===== src/rtl/fir_pkg.sv =====
package fir_pkg;
  localparam int DEF_DATA_W = 16;
  localparam int DEF_COEF_W = 16;
  localparam int DEF_TAPS   = 4;

  typedef enum logic {PH_IDLE = 1'b0, PH_RUN = 1'b1} phase_t;
endpackage


===== src/rtl/fir_delay_line.sv =====
module fir_delay_line #(
  parameter int DATA_W = 16,
  parameter int TAPS   = 4
) (
  input  logic                     clk,
  input  logic                     rst,
  input  logic                     shift_en,
  input  logic [DATA_W-1:0]        din,
  output logic [TAPS*DATA_W-1:0]   taps_flat
);
  logic [DATA_W-1:0] stage_q [TAPS];

  always_ff @(posedge clk) begin
    if (rst) stage_q[0] <= '0;
    else if (shift_en) stage_q[0] <= din;
  end

  for (genvar g = 1; g < TAPS; g++) begin : g_stage
    always_ff @(posedge clk) begin
      if (rst) stage_q[g] <= '0;
      else if (shift_en) stage_q[g] <= stage_q[g-1];
    end
  end

  for (genvar g = 0; g < TAPS; g++) begin : g_out
    assign taps_flat[g*DATA_W +: DATA_W] = stage_q[g];
  end

  // the newest sample lands in stage 0, the previous stage 0 moves to stage 1
  assert_shift_in_R3: assert property (@(posedge clk) disable iff (rst)
    shift_en |=> taps_flat[DATA_W-1:0] == $past(din)
                 && taps_flat[2*DATA_W-1:DATA_W] == $past(taps_flat[DATA_W-1:0]));
  assert_hold_R5: assert property (@(posedge clk) disable iff (rst)
    !shift_en |=> $stable(taps_flat));
endmodule


===== src/rtl/fir_tap_ctrl.sv =====
module fir_tap_ctrl
  import fir_pkg::*;
#(
  parameter int TAPS  = 4,
  parameter int IDX_W = $clog2(TAPS)
) (
  input  logic             clk,
  input  logic             rst,
  input  logic             start,
  output logic             busy,
  output logic [IDX_W-1:0] idx,
  output logic             first,
  output logic             done
);
  localparam logic [IDX_W-1:0] LAST_IDX = IDX_W'(TAPS - 1);

  phase_t phase_q;

  always_ff @(posedge clk) begin
    if (rst) begin
      phase_q <= PH_IDLE;
      idx     <= '0;
      done    <= 1'b0;
    end else begin
      done <= (phase_q == PH_RUN) && (idx == LAST_IDX);
      case (phase_q)
        PH_IDLE: if (start) begin
          phase_q <= PH_RUN;
          idx     <= '0;
        end
        PH_RUN: if (idx == LAST_IDX) begin
          phase_q <= PH_IDLE;
          idx     <= '0;
        end else begin
          idx <= idx + 1'b1;
        end
        default: phase_q <= PH_IDLE;
      endcase
    end
  end

  assign busy  = (phase_q == PH_RUN);
  assign first = busy && (idx == '0);

  // taps are visited in ascending order, one per cycle
  assert_idx_step_R5: assert property (@(posedge clk) disable iff (rst)
    busy && idx != LAST_IDX |=> busy && idx == $past(idx) + 1'b1);
  assert_start_R5: assert property (@(posedge clk) disable iff (rst)
    start && !busy |=> busy && idx == '0);
  assert_end_R5: assert property (@(posedge clk) disable iff (rst)
    busy && idx == LAST_IDX |=> !busy && done);
  assert_done_pulse_R4: assert property (@(posedge clk) disable iff (rst)
    done |=> !done);
endmodule


===== src/rtl/fir_mac.sv =====
module fir_mac #(
  parameter int DATA_W = 16,
  parameter int COEF_W = 16,
  parameter int ACC_W  = 34
) (
  input  logic                     clk,
  input  logic                     rst,
  input  logic                     en,
  input  logic                     first,
  input  logic signed [DATA_W-1:0] smp,
  input  logic signed [COEF_W-1:0] coef,
  output logic signed [ACC_W-1:0]  acc
);
  localparam int PROD_W = DATA_W + COEF_W;

  logic signed [PROD_W-1:0] prod;
  logic signed [ACC_W-1:0]  prod_ext;
  logic signed [ACC_W-1:0]  addend;

  assign prod     = smp * coef;
  assign prod_ext = {{(ACC_W-PROD_W){prod[PROD_W-1]}}, prod};
  assign addend   = first ? '0 : acc;

  always_ff @(posedge clk) begin
    if (rst) acc <= '0;
    else if (en) acc <= addend + prod_ext;
  end

  // a new computation starts from the tap-0 product alone
  assert_restart_R6: assert property (@(posedge clk) disable iff (rst)
    en && first |=> acc == $past(prod_ext));
  assert_acc_hold_R6: assert property (@(posedge clk) disable iff (rst)
    !en |=> $stable(acc));
endmodule


===== src/rtl/serial_fir4.sv =====
module serial_fir4
  import fir_pkg::*;
#(
  parameter int DATA_W = DEF_DATA_W,
  parameter int COEF_W = DEF_COEF_W,
  parameter int TAPS   = DEF_TAPS,
  parameter int OUT_W  = DATA_W + COEF_W + $clog2(TAPS)
) (
  input  logic                    clk,
  input  logic                    rst,
  input  logic                    smp_valid,
  input  logic [DATA_W-1:0]       smp_data,
  input  logic [TAPS*COEF_W-1:0]  coef_flat,
  output logic                    in_ready,
  output logic                    out_valid,
  output logic [OUT_W-1:0]        out_data
);
  localparam int IDX_W = $clog2(TAPS);

  logic                     busy, first, done, accept;
  logic [IDX_W-1:0]         idx;
  logic [TAPS*DATA_W-1:0]   taps_flat;
  logic signed [DATA_W-1:0] sel_smp;
  logic signed [COEF_W-1:0] sel_coef;
  logic signed [OUT_W-1:0]  acc;

  assign in_ready = !busy;
  assign accept   = smp_valid && !busy;

  fir_delay_line #(.DATA_W(DATA_W), .TAPS(TAPS)) u_line (
    .clk(clk), .rst(rst), .shift_en(accept), .din(smp_data), .taps_flat(taps_flat)
  );

  fir_tap_ctrl #(.TAPS(TAPS), .IDX_W(IDX_W)) u_ctrl (
    .clk(clk), .rst(rst), .start(smp_valid), .busy(busy), .idx(idx),
    .first(first), .done(done)
  );

  // operand selection: one sample/coefficient pair per cycle
  assign sel_smp  = taps_flat[idx*DATA_W +: DATA_W];
  assign sel_coef = coef_flat[idx*COEF_W +: COEF_W];

  fir_mac #(.DATA_W(DATA_W), .COEF_W(COEF_W), .ACC_W(OUT_W)) u_mac (
    .clk(clk), .rst(rst), .en(busy), .first(first),
    .smp(sel_smp), .coef(sel_coef), .acc(acc)
  );

  always_ff @(posedge clk) begin
    if (rst) begin
      out_valid <= 1'b0;
      out_data  <= '0;
    end else begin
      out_valid <= done;
      if (done) out_data <= acc;
    end
  end

  assert_valid_pulse_R4: assert property (@(posedge clk) disable iff (rst)
    out_valid |=> !out_valid);
  assert_out_hold_R7: assert property (@(posedge clk) disable iff (rst)
    !out_valid |-> $stable(out_data));
  assert_ready_low_R5: assert property (@(posedge clk) disable iff (rst)
    accept |=> !in_ready);
  assert_reset_R1: assert property (@(posedge clk)
    rst |=> !out_valid && out_data == '0 && in_ready);
endmodule


===== config.mk =====
export PLATFORM = sky130hd
export DESIGN_NAME = serial_fir4
export DESIGN_NICKNAME = d
export VERILOG_FILES = /design/src/rtl/fir_pkg.sv /design/src/rtl/fir_delay_line.sv /design/src/rtl/fir_tap_ctrl.sv /design/src/rtl/fir_mac.sv /design/src/rtl/serial_fir4.sv
export SDC_FILE = /design/constraint.sdc
export NUM_CORES = 1
export LEC_CHECK = 0
export BUFFER_PORTS_ARGS = -buffer_cell sky130_fd_sc_hd__buf_2
export CORE_ASPECT_RATIO = 0.9
export CORE_MARGIN = 1
export CORE_UTILIZATION = 60
export CTS_BUF_LIST = sky130_fd_sc_hd__clkbuf_4 sky130_fd_sc_hd__clkbuf_8
export DETAILED_ROUTE_END_ITERATION = 10
export PLACE_DENSITY = 0.79
export REMOVE_ABC_BUFFERS = 1
export SLEW_MARGIN = 20
export SYNTH_ARGS = -nofsm -noshare
export SYNTH_HDL_FRONTEND = slang
export SYNTH_SLANG_ARGS = --single-unit

===== constraint.sdc =====
create_clock -name clk -period 21.1 [get_ports clk]
set_clock_uncertainty 0.15 [all_clocks]
set_input_delay 3.165 -clock clk [delete_from_list [all_inputs] [get_ports clk]]
set_output_delay 3.165 -clock clk [all_outputs]
set_load 0.01 [all_outputs]

==> results of run 1 <==
## placed cells by master, fill, tap and decap left out, drive strengths merged, types with 3 or more instances in the layout
master and instances:
a21o 16, fa 305, or3 3, nand2 169, edfxtp 64, mux2 18
nand4 5, clkbuf 17, o21a 17, a21oi 28, inv 376, a211oi 6
ha 104, o21ai 34, and3 4, xor2 10, nor2b 11, and2 120
nand2b 8, or2 4, mux4 14, dfxtp 73, mux2i 72, buf 138
o22ai 6, nor2 164, nor3 9, xnor2 25, a31oi 7
## flip-flops by register name, indices dropped and copies added (netlist names)
register	count
u_mac.acc	34
u_ctrl.busy	1
out_valid	1
out_data	34
u_line.stage_q	64
u_ctrl.done	1
u_ctrl.idx	2
## logic make-up after synthesis
kind of cell	share of synthesized area
AND/OR/NAND/NOR	0.135
buffers and inverters	0.0956
adder cells (fa/ha/maj)	0.432
flip-flops	0.197
AO/OA/AOI/OAI	0.0490
multiplexers	0.0723
XOR/XNOR	0.0179
## through the flow
step	instance area (um^2)	setup WS, ns
finish	18500	11.30
global route	18500	11.15
global placement	18100	11.05
CTS	18500	11.41
floorplan	16900	11.52
detailed placement	18100	10.90
## layer usage
metal / up-vias / track usage / part of all wire
li1: 5527 / - / -
met1: 6117 / 0.443 / 0.42
met2: 581 / 0.471 / 0.44
met3: 75 / 0.0904 / 0.11
met4: 0 / 0.0952 / 0.023
met5: - / 0 / 0
## critical path, cell delays in order
cell      delay (ns)
buf_2           0.10
mux4_2          0.64
nand2_1         0.21
inv_1           0.08
fa_1            0.67
inv_1           0.13
fa_1            0.73
inv_1           0.20
fa_1            0.49
fa_1            0.52
fa_1            0.51
inv_1           0.05
fa_1            0.48
inv_1           0.04
ha_1            0.38
nand3_1         0.17
nor3_1          0.42
a21oi_4         0.12
a31oi_2         0.28
a31oi_1         0.15
or4_1           0.41
o211ai_1        0.10
## path summary, 6_finish.rpt
check                 from             to  slack [ns]  depth (start not counted)
max reg2reg  u_ctrl.idx[0]  u_mac.acc[32]       12.78                         24
min reg2reg    out_data[8]    out_data[8]        0.35                          2
min            out_data[8]    out_data[8]        0.35                          2
max          coef_flat[49]  u_mac.acc[31]       11.30                         22
## layout make-up
type,count,area (um^2)
antenna,1,2.50
clock buffer,17,234
clock inverter,15,156
fill,2215,9530
inverter,366,1370
multi-input combinational,1178,12100
sequential,137,3390
tap,360,450
timing repair buffer,138,753
==> results.toml, run 1 <==
[status]
outcome = "finished, final reports clean"

[clocking]
cts_made_buffers = 17
clk_path_buf_depth = 2
cts_hold_buf = 0
clkTransAtPathRegs_ns = 0.10
post_cts_resized = 0
cts_setup_buffers = 0
clockRootBuffer = "clkbuf_8"
cts.sinks = 137
clkLatencyLatePin_ns = 0.50
cts_tree = "yes"
htree_levels = 4

[drt]
dr.pass1.iters = 5
drt_iter0_markers = 1050
drc_errors = 0
vias = 12300
wl_per_cell_um = 19.1
drt_wl_total_um = 42300
viasPerCell = 5.56
antenna_left = 0

[synth]
synth.most_common_cell = "inv_1"
netlist_area_um2 = 17100
synth_area_leaders = "fa_1 36%, edfxtp_1 11%, dfxtp_1 8.5%"
synth_cell_type_count = 52
synth-main-ff-cell = "dfxtp_1"
syn_inst = 1751
ys_warn_count = 0
synth_edf_count = 64
ys_seq_area_frac = 0.197
async_reset_ff_frac = 0
synth_top_cells_by_count = "366 x inv_1, 305 x fa_1, 169 x nand2_1"
yosys.area.top_type = "fa_1"
yosysTopAreaCellShare = 0.356
synth.avg_cell_area_um2 = 9.79
ys_ff_latch = 137

[worst_setup_path]
path_class = "in -> reg"
crit_fanout = 16
worst-endpoint-required_ns = 21.37
critPathCaptureType = "register"
start_kind = "input port"
worstPathArrival_ns = 10.07

[job]
maxCapViolations = 0

[placement]
dp_hpwl_um = 33000
dp.cells = 2178
gp_congestion = 0.956
port_buffers = 118

[floorplan]
dieArea_um2 = 29200
fp.dieH_um = 162
std_cell_rows = 58
core_area_um2 = 28000
ios = 119
start_util = 0.612
fp.dieW_um = 180

[timing]
max-slew-margin-rel = 0.282
maxSlewViolCount = 0
period_share = 0.465
holdWs_ns = 0.346
max_freq_ghz = 0.102
finalSetupTns_ns = 0
worst_slew_pin_slew_ns = 1.07
fin_crit_ns = 9.80
finalHoldViolCount = 0
finalSetupViolations = 0
rsz0062_at_grt = "no"

[global_routing]
grt_pass1_wl_um = 70000
antenna_found_initial = 0
grt-ovfl-total = 0
grt.total_usage = 0.313
grt_pass1_vias = 13100
grt_max_degree = 77

[layout]
final_cells = 2212
fin_nets = 2330
final_util = 0.660
post_route_cells_drive_above_1_share = 0.120
syn2layout_area_growth_pct = 7.86

[worst_hold_path]
hold_class = "reg -> reg"
Power of run 1 is not shown: default switching activity piles up to over one toggle a cycle in this logic, so the estimate is an artifact.
==> run 2: changes to the inputs <==
- clock period: 21.1 -> 9.7 ns (I/O delays scaled with it)
==> run 2 against run 1 <==
- worst setup slack worse by 10 ns
- sequential cell count unchanged
- clock-buffer cell count unchanged
- sequential share of layout area about the same
==> results.toml, run 2 (same netlist as run 1, synthesis figures left out) <==
[global_routing]
grt-ovfl-total = 0
grt_max_degree = 65
grt_pass1_wl_um = 69000
antenna_found_initial = 0
grt_pass1_vias = 13200
grt.total_usage = 0.309

[clocking]
clockRootBuffer = "clkbuf_8"
post_cts_resized = 0
cts_made_buffers = 17
clk_path_buf_depth = 2
cts_hold_buf = 0
htree_levels = 4
clkLatencyLatePin_ns = 0.50
cts_setup_buffers = 0
clkTransAtPathRegs_ns = 0.10
cts_tree = "yes"
cts.sinks = 137

[layout]
fin_nets = 2335
final_common_cell = "inv_1"
multi_input_area_um2 = 12100
seqCellArea_um2 = 3390
stdcell_area_um2 = 18500
top_register = "u_line.stage_q"
syn2layout_area_growth_pct = 7.97
largest_reg_flops = 64
insertedDiodeCount = 0
layout.filler_cells = 2145
final_cell_mix = "366 x inv_1, 305 x fa_1, 169 x nand2_1"
top_regs = "u_line.stage_q x64, out_data x34, u_mac.acc x34"
post_route_cells_drive_above_1_share = 0.121

[timing]
maxSlewViolCount = 0
finalSetupTns_ns = 0
finalHoldViolCount = 0
rsz0062_at_grt = "no"
finalSetupViolations = 0
max-slew-margin-rel = 0.261
worst_slack_ns = 1.32
period_share = 0.864
fin_crit_ns = 8.38
max_freq_ghz = 0.119
worst_slew_pin_slew_ns = 1.10

[placement]
gp_congestion = 0.928
dp_hpwl_um = 32300
placed_area_um2 = 18100
dp_worst_setup_slack_ns = 1.24
port_buffers = 118

[worst_setup_path]
worst-endpoint-required_ns = 9.97
path_class = "reg -> reg"
worst-path-stages = 23
max_stage_delay_ns = 0.88
slowest_stage = "dfxtp_2"
critPathCaptureType = "register"
cpMostUsedCell = "fa_1"
worstPathArrival_ns = 8.65
crit_fanout = 29
critPathBufInv = 6
crit_chain = "buf_4 > mux4_2 > nand2_1 > inv_1 > fa_1 > inv_1 > fa_1 > inv_1 > fa_1 > fa_1 > fa_1 > inv_1 > fa_1 > inv_1 > ha_1 > and3_1 > a311oi_1 > nor2_1 > a21oi_4 > a31oi_2 > a221oi_2 > xnor2_1 > a211oi_2"
cp_top_family = "adder cells"
r2r_cells = 23
start_kind = "register"

[job]
maxCapViolations = 0

[worst_hold_path]
min_path_cells = 2
hold_class = "reg -> reg"

[status]
outcome = "finished, final reports clean"

[floorplan]
fp.dieW_um = 180
ios = 119
dieArea_um2 = 29200
std_cell_rows = 58
fp.dieH_um = 162
start_util = 0.612
core_area_um2 = 28000

[drt]
drt_wl_total_um = 41200
drc_errors = 0
viasPerCell = 5.51
dr.pass1.iters = 5
vias = 12200
wl_per_cell_um = 18.6
antenna_left = 0
drt_iter0_markers = 1057
## run 2: path summary, 6_finish.rpt
path	start	end	slack [ns]
worst max-delay path	u_ctrl.idx[0]	u_mac.acc[33]	1.32
worst min-delay path	u_mac.acc[7]	u_mac.acc[7]	0.34
worst max register to register	u_ctrl.idx[0]	u_mac.acc[33]	1.32
worst min register to register	u_mac.acc[7]	u_mac.acc[7]	0.34
## run 2: layout make-up
cell class	instances	area share
Multi-Input combinational cell	1178	0.655
Sequential cell	137	0.183
Inverter	366	0.0743
Timing Repair Buffer	143	0.0427
Tap cell	360	0.0243
Clock buffer	17	0.0126
Clock inverter	14	0.00757
## run 2: through the flow
stage,util,hold slack [ns],std cells
after floorplan,-,0.293,1681
after global placement,0.646,0.318,2183
after detailed placement,0.646,0.325,2183
after CTS,0.660,0.345,2214
after global routing,0.660,0.368,2215
final,0.660,0.338,2215
## run 2: layer usage
layer / GRT usage / vias up / share of wire
met1: 0.438 / 5998 / 0.43
li1: - / 5536 / -
met3: 0.0832 / 99 / 0.11
met4: 0.120 / 0 / 0.035
met2: 0.457 / 580 / 0.43
met5: 0 / - / 0
## run 2: worst min-delay path: cells and delay by family (launching register included)
kind,cells,cell delay (ns)
flops,1,0.34
simple gates,1,0.06
compound gates,1,0.05
Power of run 2 is left out for the same reason.
==> run 3: changes to the inputs <==
- SYNTH_HIERARCHICAL: not set -> 1
==> run 3 against run 2 <==
- global-route usage decreased by 1.4 points
- critical path depth decreased by 2
- clock-buffer cell count unchanged
- hold slack improved by 0.014 ns
- sequential share of layout area decreased by 0.14 points
- largest cell class unchanged
==> results.toml, run 3 <==
[worst_hold_path]
hold_class = "reg -> reg"

[floorplan]
fp.dieW_um = 182
dieArea_um2 = 29900
ios = 119
core_area_um2 = 28300
fp.dieH_um = 164
std_cell_rows = 58
start_util = 0.619

[synth]
synth-main-ff-cell = "dfxtp_1"
ys_warn_count = 6
async_reset_ff_frac = 0
synth_top_cells_by_count = "354 x inv_1, 305 x fa_1, 162 x nand2_1"
synth_cell_type_count = 63
netlist_area_um2 = 17500
ys_seq_area_frac = 0.193
ys_ff_latch = 137
yosys.area.top_type = "fa_1"
synth_edf_count = 64
synth.avg_cell_area_um2 = 10.4
synth.most_common_cell = "inv_1"
yosysTopAreaCellShare = 0.349
synth_area_leaders = "fa_1 35%, edfxtp_1 11%, dfxtp_1 8.3%"
syn_inst = 1687

[layout]
syn2layout_area_growth_pct = 6.42
layout.filler_cells = 2150
post_route_cells_drive_above_1_share = 0.119
fin_nets = 2251
final_cell_mix = "354 x inv_1, 305 x fa_1, 162 x nand2_1"
multi_input_area_um2 = 12400
top_regs = "u_line/stage_q x64, out_data x34, u_mac/acc x34"
final_common_cell = "inv_1"
insertedDiodeCount = 0
largest_reg_flops = 64
seqCellArea_um2 = 3390
top_register = "u_line/stage_q"

[timing]
worst_slew_pin_slew_ns = 1.04
rsz0062_at_grt = "no"
finalSetupViolations = 0
max_freq_ghz = 0.124
period_share = 0.831
finalSetupTns_ns = 0
max-slew-margin-rel = 0.308
finalHoldViolCount = 0
fin_crit_ns = 8.07
maxSlewViolCount = 0

[drt]
viasPerCell = 5.68
drt_wl_total_um = 40800
dr.pass1.iters = 5
antenna_left = 0
vias = 12100
wl_per_cell_um = 19.1
drt_iter0_markers = 951
drc_errors = 0

[worst_setup_path]
start_kind = "register"
worst-endpoint-required_ns = 9.94
worstPathArrival_ns = 8.30
cp_top_family = "adder cells"
slowest_stage = "dfxtp_2"
critPathBufInv = 6
crit_fanout = 23
path_class = "reg -> reg"
cpMostUsedCell = "fa_1"
critPathCaptureType = "register"
max_stage_delay_ns = 0.87
crit_chain = "buf_4 > mux4_2 > nand2_1 > inv_1 > fa_1 > inv_1 > fa_1 > inv_1 > fa_1 > fa_1 > fa_1 > inv_1 > fa_1 > inv_1 > ha_1 > o21a_1 > o211ai_1 > o41ai_4 > a41oi_2 > a21o_1 > a211o_1"

[placement]
dp_hpwl_um = 31200
gp_congestion = 0.882
port_buffers = 118

[global_routing]
grt_pass1_wl_um = 67300
grt-ovfl-total = 0
grt_pass1_vias = 13200
grt_max_degree = 90
antenna_found_initial = 0
grt.total_usage = 0.295

[clocking]
cts_tree = "yes"
htree_levels = 4
cts.sinks = 137
clk_path_buf_depth = 2
clkTransAtPathRegs_ns = 0.10
clkLatencyLatePin_ns = 0.49
cts_hold_buf = 0
post_cts_resized = 0
cts_setup_buffers = 0
clockRootBuffer = "clkbuf_8"
cts_made_buffers = 17

[status]
outcome = "finished, final reports clean"

[job]
maxCapViolations = 0
==> run 3: cell count changes after synthesis, moves of 11 or more <==
| cell | previous run | this run |
|---|---|---|
| nor2_1 | 164 | 80 |
| and3b_1 | 0 | 64 |
| mux2i_1 | 72 | 48 |
| nor2b_1 | 11 | 35 |
| mux2_2 | 18 | 0 |
| and2_1 | 120 | 103 |
| mux4_2 | 14 | 30 |
| o21ai_0 | 22 | 6 |
| clkbuf_1 | 61 | 46 |
| inv_1 | 366 | 354 |
| o21ai_1 | 12 | 1 |
==> run 3: routing by layer <==
metal | vias up | routed length, um | global-route usage
li1 | 5398 | - | -
met1 | 6142 | 16500 | 0.381
met2 | 478 | 20100 | 0.508
met3 | 83 | 2880 | 0.0466
met4 | 0 | 1270 | 0.106
met5 | - | 0 | 0
==> run 3: worst min-delay path, stage by stage, from the launching register on <==
cell and delay (ns):
dfxtp_1 0.34, mux2i_1 0.06, nor2_1 0.07
==> run 3: final timing paths <==
check / start / to / slack (ns) / depth (start not counted)
max reg2reg: u_ctrl/idx[0] / u_mac/acc[31] / 1.63 / 21
min: out_data[6] / out_data[6] / 0.35 / 2
min reg2reg: out_data[6] / out_data[6] / 0.35 / 2
max: u_ctrl/idx[0] / u_mac/acc[31] / 1.63 / 21
==> run 3: layout make-up <==
cell class	instances	share of cell area
clock buffers	17	0.0126
clock inverters	15	0.0107
inverters	354	0.0713
multi-input cells	1120	0.663
flip-flops and latches	137	0.182
well taps	360	0.0242
repair buffers	129	0.0369
==> run 3: stage by stage <==
step / util / instances / area, um^2 / setup WS (ns) / hold slack [ns]
6_report: 0.659 / 2132 / 18600 / 1.63 / 0.352
5_1_grt: 0.659 / 2132 / 18600 / 1.17 / 0.370
4_1_cts: 0.658 / 2131 / 18600 / 1.57 / 0.354
3_5_place_dp: 0.643 / 2099 / 18200 / 1.26 / 0.329
3_3_place_gp: 0.643 / 2099 / 18200 / 1.41 / 0.320
2_1_floorplan: - / 1611 / 17100 / 1.75 / 0.293
==> run 3: kinds of logic (layout without fill, tap and decap cells) <==
logic type | after synthesis | in the layout | synth area share
compound gates | 113 | 113 | 0.0480
simple gates | 486 | 486 | 0.149
flops | 137 | 137 | 0.193
xor+xnor | 32 | 32 | 0.0160
buf+inv | 430 | 515 | 0.102
mux | 80 | 80 | 0.0690
fa+ha+maj | 409 | 409 | 0.423
Power of run 3 is left out for the same reason.
